### src/rtl/brk_retry_pkg.sv
package brk_retry_pkg;
   typedef enum logic [1:0] {
      CH_OFF   = 2'd0,
      CH_ON    = 2'd1,
      CH_WAIT  = 2'd2,
      CH_LATCH = 2'd3
   } brk_state_e;

   localparam int unsigned CODE_W = 3;
endpackage

### src/rtl/brk_tick_gen.sv
module brk_tick_gen #(
   parameter int unsigned TICK_DIV = 1000
) (
   input  logic clk,
   input  logic rst_n,
   output logic tick_o
);
   localparam int unsigned PW  = (TICK_DIV > 1) ? $clog2(TICK_DIV) : 1;
   localparam logic [PW-1:0] LIM = PW'(TICK_DIV - 1);

   logic [PW-1:0] div_q;

   assign tick_o = (div_q == LIM);

   always_ff @(posedge clk or negedge rst_n) begin
      if (!rst_n)      div_q <= '0;
      else if (tick_o) div_q <= '0;
      else             div_q <= div_q + 1'b1;
   end
endmodule

### src/rtl/brk_cfg_regs.sv
module brk_cfg_regs #(
   parameter int unsigned NUM_CH = 2
) (
   input  logic                              clk,
   input  logic                              rst_n,
   input  logic                              we_i,
   input  logic [NUM_CH-1:0]                 auto_i,
   input  logic [brk_retry_pkg::CODE_W-1:0]  code_i,
   output logic [NUM_CH-1:0]                 auto_o,
   output logic [brk_retry_pkg::CODE_W-1:0]  code_o
);
   always_ff @(posedge clk or negedge rst_n) begin
      if (!rst_n) begin
         auto_o <= '1;
         code_o <= '0;
      end else if (we_i) begin
         auto_o <= auto_i;
         code_o <= code_i;
      end
   end
endmodule

### src/rtl/brk_chan_fsm.sv
module brk_chan_fsm
   import brk_retry_pkg::*;
#(
   parameter int unsigned CNT_W = 16
) (
   input  logic             clk,
   input  logic             rst_n,
   input  logic             tick_i,
   input  logic             en_req_i,
   input  logic             trip_i,
   input  logic             clr_i,
   input  logic             auto_i,
   input  logic [CNT_W-1:0] load_i,
   output logic             out_en_o,
   output logic             evt_o,
   output logic             latched_o
);
   brk_state_e st_q, st_d;
   logic [CNT_W-1:0] cnt_q;
   logic             evt_set;
   logic             start_wait;

   // a trip counts as a fault while driving, and re-arms a latched channel
   assign evt_set    = trip_i && (st_q == CH_ON || st_q == CH_LATCH);
   assign start_wait = (st_q == CH_ON) && en_req_i && trip_i && auto_i;

   always_comb begin
      st_d = st_q;
      if (!en_req_i) begin
         st_d = CH_OFF;
      end else begin
         unique case (st_q)
            CH_OFF:   st_d = CH_ON;
            CH_ON:    if (trip_i) st_d = auto_i ? CH_WAIT : CH_LATCH;
            CH_WAIT:  if (tick_i && cnt_q <= CNT_W'(1)) st_d = CH_ON;
            CH_LATCH: if (clr_i && !trip_i) st_d = CH_ON;
            default:  st_d = CH_OFF;
         endcase
      end
   end

   always_ff @(posedge clk or negedge rst_n) begin
      if (!rst_n) begin
         st_q  <= CH_OFF;
         cnt_q <= '0;
         evt_o <= 1'b0;
      end else begin
         st_q <= st_d;
         if (start_wait)                      cnt_q <= load_i;
         else if (st_q == CH_WAIT && tick_i)  cnt_q <= cnt_q - 1'b1;
         if (evt_set)     evt_o <= 1'b1;
         else if (clr_i)  evt_o <= 1'b0;
      end
   end

   assign out_en_o  = (st_q == CH_ON);
   assign latched_o = (st_q == CH_LATCH);
endmodule

### src/rtl/brk_retry_ctrl.sv
module brk_retry_ctrl
   import brk_retry_pkg::*;
#(
   parameter int unsigned NUM_CH     = 2,
   parameter int unsigned TICK_DIV   = 1000,
   parameter int unsigned BASE_TICKS = 120
) (
   input  logic              clk,
   input  logic              rst_n,
   input  logic [NUM_CH-1:0] en_req_i,
   input  logic [NUM_CH-1:0] trip_i,
   input  logic [NUM_CH-1:0] evt_clr_i,
   input  logic              cfg_we_i,
   input  logic [NUM_CH-1:0] cfg_auto_i,
   input  logic [2:0]        cfg_code_i,
   output logic [NUM_CH-1:0] out_en_o,
   output logic [NUM_CH-1:0] evt_o
);
   localparam int unsigned MAX_SHIFT = (1 << CODE_W) - 1;
   localparam int unsigned CNT_W     = $clog2(BASE_TICKS + 1) + MAX_SHIFT;

   if (NUM_CH < 1)     begin : g_bad_ch   $error("NUM_CH must be at least 1");   end
   if (TICK_DIV < 1)   begin : g_bad_div  $error("TICK_DIV must be at least 1"); end
   if (BASE_TICKS < 1) begin : g_bad_base $error("BASE_TICKS must be at least 1"); end
   if (CNT_W > 40)     begin : g_bad_cnt  $error("cooling counter too wide");     end

   logic                tick;
   logic [NUM_CH-1:0]   mode_auto;
   logic [CODE_W-1:0]   code;
   logic [CNT_W-1:0]    load_val;
   logic [NUM_CH-1:0]   ch_latched;

   assign load_val = CNT_W'(BASE_TICKS) << code;

   brk_tick_gen #(.TICK_DIV(TICK_DIV)) tick_i_u (
      .clk    (clk),
      .rst_n  (rst_n),
      .tick_o (tick)
   );

   brk_cfg_regs #(.NUM_CH(NUM_CH)) cfg_u (
      .clk    (clk),
      .rst_n  (rst_n),
      .we_i   (cfg_we_i),
      .auto_i (cfg_auto_i),
      .code_i (cfg_code_i),
      .auto_o (mode_auto),
      .code_o (code)
   );

   for (genvar g = 0; g < NUM_CH; g++) begin : g_ch
      brk_chan_fsm #(.CNT_W(CNT_W)) fsm_u (
         .clk       (clk),
         .rst_n     (rst_n),
         .tick_i    (tick),
         .en_req_i  (en_req_i[g]),
         .trip_i    (trip_i[g]),
         .clr_i     (evt_clr_i[g]),
         .auto_i    (mode_auto[g]),
         .load_i    (load_val),
         .out_en_o  (out_en_o[g]),
         .evt_o     (evt_o[g]),
         .latched_o (ch_latched[g])
      );
   end
endmodule

### config.mk
export PLATFORM = sky130hd
export DESIGN_NAME = brk_retry_ctrl
export DESIGN_NICKNAME = d
export VERILOG_FILES = /design/src/rtl/brk_retry_pkg.sv /design/src/rtl/brk_tick_gen.sv /design/src/rtl/brk_cfg_regs.sv /design/src/rtl/brk_chan_fsm.sv /design/src/rtl/brk_retry_ctrl.sv
export SDC_FILE = /design/constraint.sdc
export NUM_CORES = 1
export LEC_CHECK = 0
export BUFFER_PORTS_ARGS = -buffer_cell sky130_fd_sc_hd__buf_2
export CAP_MARGIN = 10
export CORE_AREA = 3 3 77 79
export CTS_BUF_LIST = sky130_fd_sc_hd__clkbuf_16
export CTS_CLUSTER_SIZE = 10
export DETAILED_ROUTE_END_ITERATION = 12
export DIE_AREA = 0 0 80 82
export HOLD_SLACK_MARGIN = 0.05
export PLACE_DENSITY = 0.72
export SYNTH_ARGS = -nofsm -noshare
export SYNTH_HDL_FRONTEND = slang
export SYNTH_SLANG_ARGS = --single-unit
export TNS_END_PERCENT = 10
### constraint.sdc
create_clock -name clk -period 2.36 [get_ports clk]
set_clock_uncertainty 0.05 [all_clocks]
set_input_delay 0.118 -clock clk [delete_from_list [all_inputs] [get_ports clk]]
set_output_delay 0.118 -clock clk [all_outputs]
set_load 0.01 [all_outputs]
==> flow_summary_export.csv <==
group,metric,value,unit
run_status,status,"finished clean",
clock_tree,cts.reportedPaths.clkPinSlew,0.06,ns
critical_path,cp_top_family,"simple AND/OR/NAND/NOR gates",
synthesis,synth.area.top_cells,"dfrtp_1, nand2_1, o21ai_0",
drt,drc,0,
clock_tree,numCtsBuffers,5,
drt,via_per_inst,5.970,
drt,dr.pass1.iters,4,
drt,drt_iter0_drc,101,
power_and_ir_drop,clkPwrFrac,27.8,%
grt,antenna_found_initial,0,
synthesis,netlist_instances,298,
floorplanning,rows,27,
power_and_ir_drop,internal-power,1653,uW
grt,grt_usage,21.50,%
timing,finalHoldViolCount,0,
power_and_ir_drop,combPwrFrac,20.8,%
synthesis,netlist.area_leader.share,41.32,%
synthesis,yosysTopAreaCell,"dfrtp_1",
min_path,hold_class,"input port to register",
critical_path,path_buf_inv,0,
synthesis,yosys_register_bits,49,
floorplanning,core_area,5405,um^2
min_path,min_to,"g_ch[0].fsm_u.st_q[1]",
timing,worstMarginPinSlew,0.5218,ns
floorplanning,ios,18,
floorplanning,die-area,6560,um^2
synthesis,yosysMostFrequentCell,"dfrtp_1",
timing,final_max_slew_viol_count,0,
timing,finalWorstSetupSlack,0.2383,ns
clock_tree,cts_max_path_buffers,2,
critical_path,worst_setup_path_start_kind,"register",
power_and_ir_drop,leakagePower,0.001303,uW
placed_design,port_buffers,17,
power_and_ir_drop,p_per_area,754.5,nW/um^2
timing,grt_setup_unrepaired,"false",
power_and_ir_drop,power,2402,uW
power_and_ir_drop,switching_share,31.19,%
synthesis,synth_area_per_cell,9.552,um^2
critical_path,critPathMaxFanout,6,
floorplanning,die_y,82,um
clock_tree,ctsRootBufferMaster,"clkbuf_16",
clock_tree,cts_hold_buffers,11,
power_and_ir_drop,pwr-share-seq,51.4,%
placed_design,gp_congestion,0.8359,
timing,relSlewSlack,64.89,%
timing,fin_crit_sh,89.90,%
synthesis,synth_enable_flop_cells,0,
synthesis,synth.net_count,319,
placed_design,pre_cts_ws,0.2405,ns
synthesis,synth_common_cells,"dfrtp_1, nand2_1, nor2_1",
clock_tree,cts_tree,"done",
critical_path,rr_startpoint,"g_ch[1].fsm_u.cnt_q[7]",
drt,routed_wl,6.503,mm
cells_and_area,finish.net_count,346,
min_path,worstHoldPathCells,2,
cells_and_area,areaGrowthSynthToFinish,11.82,%
timing,clock.fmax,0.4713,GHz
grt,grt_max_degree,21,
critical_path,path_cells,"or4_4, or4_4, or4_1, a31oi_1",
critical_path,cpMostUsedCell,"or4_4",
clock_tree,clk_latency,0.28,ns
clock_tree,cts_setup_buffers,0,
drt,wl_per_cell,16.38,um
min_path,hold_start,"en_req_i[0]",
clock_tree,clock-sinks,49,
floorplanning,start_util,52.66,%
synthesis,yosysUniqueCellTypes,54,
critical_path,reg2reg_depth,4,
power_and_ir_drop,power_switching,749.0,uW
synthesis,ys.flop_type,"dfrtp_1",
critical_path,critPathKind,"register to register",
synthesis,synthesis.area,2846,um^2
synthesis,synth-async-reset-ratio,100.0,%
cells_and_area,drive_above_1_share,14.46,%
clock_tree,htreeDepth,2,
placed_design,post-dp-hpwl,4.639,mm
critical_path,cpPeakStageDelay,0.52,ns
timing,setup_tns,0,ns
synthesis,yosys_warnings,0,
timing,fin_crit,2.122,ns
clock_tree,cts_resized,0,
drt,route.vias.total,2370,
timing,final-setup-viol-count,0,
grt,overflow,0,
power_and_ir_drop,max-vdd-ir-drop,0.4037,mV
critical_path,r2r-end,"g_ch[1].fsm_u.cnt_q[13]",
cells_and_area,fill_cells,478,
synthesis,ys_seq_area_share,43.16,%
flow_run,drv_cap,0,
critical_path,crit_arrival,2.28,ns
critical_path,rrSetupSlack,0.24,ns
critical_path,critPathCaptureType,"register",
floorplanning,die_w,80,um
cells_and_area,diodes,0,
grt,grt_pass1_wl,11.12,mm
critical_path,critPathRequiredTime,2.52,ns
drt,antenna_left,0,
critical_path,cp_slowest_cell,"or4_4",
grt,grt_pass1_vias,2342,
## kinds of logic (layout without fill, tap and decap cells)
logic type      after synthesis  count (layout)  share of synthesized area (%)
fa+ha+maj                     7               7                          3.077
flops                        49              49                          43.16
buf+inv                      29              56                          6.857
simple gates                130             130                          25.80
mux                           4               4                          1.538
compound gates               70              70                          16.79
xor+xnor                      9               9                          2.769
## state kept, by name (all words and copies together), names as in the netlist
name	count
cfg_u.code_o	3
g_ch.fsm_u.st_q	4
g_ch.fsm_u.evt_o	2
g_ch.fsm_u.cnt_q	28
tick_i_u.div_q	10
cfg_u.auto_o	2
## cell usage in the layout (no fill, tap or decap), types with 3 or more instances in the layout
cell,synthesis,layout
buf_2,0,17
nor4_1,5,5
or2_2,4,4
nand4_1,8,8
or4_1,11,11
dfrtp_1,47,47
a21boi_0,3,3
and2_1,4,4
o31ai_1,5,5
nor2b_1,3,3
o311ai_0,6,6
mux2_2,3,3
o21ai_0,19,19
nor3_1,5,5
nand3_1,11,11
buf_4,4,9
inv_1,12,13
or3_1,8,8
and3b_1,3,3
xor2_1,7,7
nand2b_1,3,3
nor2_1,23,23
dlygate4sd3_1,0,11
and3_1,4,4
nand2_1,27,27
o211ai_1,7,7
clkbuf_16,0,5
a31oi_1,14,14
ha_1,7,7
## area by class of cell
| type | instances | area [um^2] | share of cell area [%] |
|---|---|---|---|
| clock buffers | 5 | 125.1 | 3.931 |
| clock inverters | 2 | 8.758 | 0.2752 |
| inverters | 12 | 45.04 | 1.415 |
| multi-input cells | 220 | 1423 | 44.69 |
| flip-flops and latches | 49 | 1229 | 38.60 |
| well taps | 72 | 90.09 | 2.830 |
| repair buffers | 37 | 262.8 | 8.255 |
## worst register-to-register path, delay by kind of cell, from the launching register on
family / cells / cell delay [ns]
compound gates: 1 / 0.16
flops: 1 / 0.45
simple gates: 3 / 1.38
## worst max-delay path by stage
stage,endpoint,slack (ns),start,cells after the start
after CTS,g_ch[1].fsm_u.cnt_q[13],0.25,g_ch[1].fsm_u.cnt_q[8],4
after global routing,g_ch[1].fsm_u.cnt_q[13],0.17,g_ch[1].fsm_u.cnt_q[9],4
after detailed placement,g_ch[1].fsm_u.cnt_q[13],0.24,g_ch[1].fsm_u.cnt_q[8],4
after floorplan,g_ch[1].fsm_u.cnt_q[13],0.34,g_ch[1].fsm_u.cnt_q[9],4
after global placement,g_ch[1].fsm_u.cnt_q[13],0.29,g_ch[1].fsm_u.cnt_q[9],4
final,g_ch[1].fsm_u.cnt_q[13],0.24,g_ch[1].fsm_u.cnt_q[7],4
## metal layers
layer	routed length (um)	part of all wire (%)	GRT usage, %	up-vias
met2	3178	49	37.25	36
met3	166	2.6	3.509	6
li1	-	-	-	1161
met4	57	0.88	5.405	0
met5	0	0	0	-
met1	3099	48	28.09	1167
## power by group through the flow
| stage | clock network [uW] | registers (uW) | logic, uW |
|---|---|---|---|
| floorplan | 0 | 1170 | 386 |
| global placement | 0 | 1220 | 462 |
| detailed placement | 0 | 1240 | 478 |
| CTS | 684 | 1220 | 503 |
| global route | 715 | 1270 | 575 |
| finish | 668 | 1230 | 501 |
## through the flow
stage	instance area, um^2	hold slack [ns]	cells	utilization [%]
floorplan	2846	-0.2276	298	-
global placement	2939	0.02175	379	54.37
detailed placement	2939	0.02699	379	54.37
CTS	3183	0.06005	397	58.89
global route	3183	0.08093	397	58.89
finish	3183	0.06395	397	58.89
No activity file was read; power rests on OpenSTA's default activity.
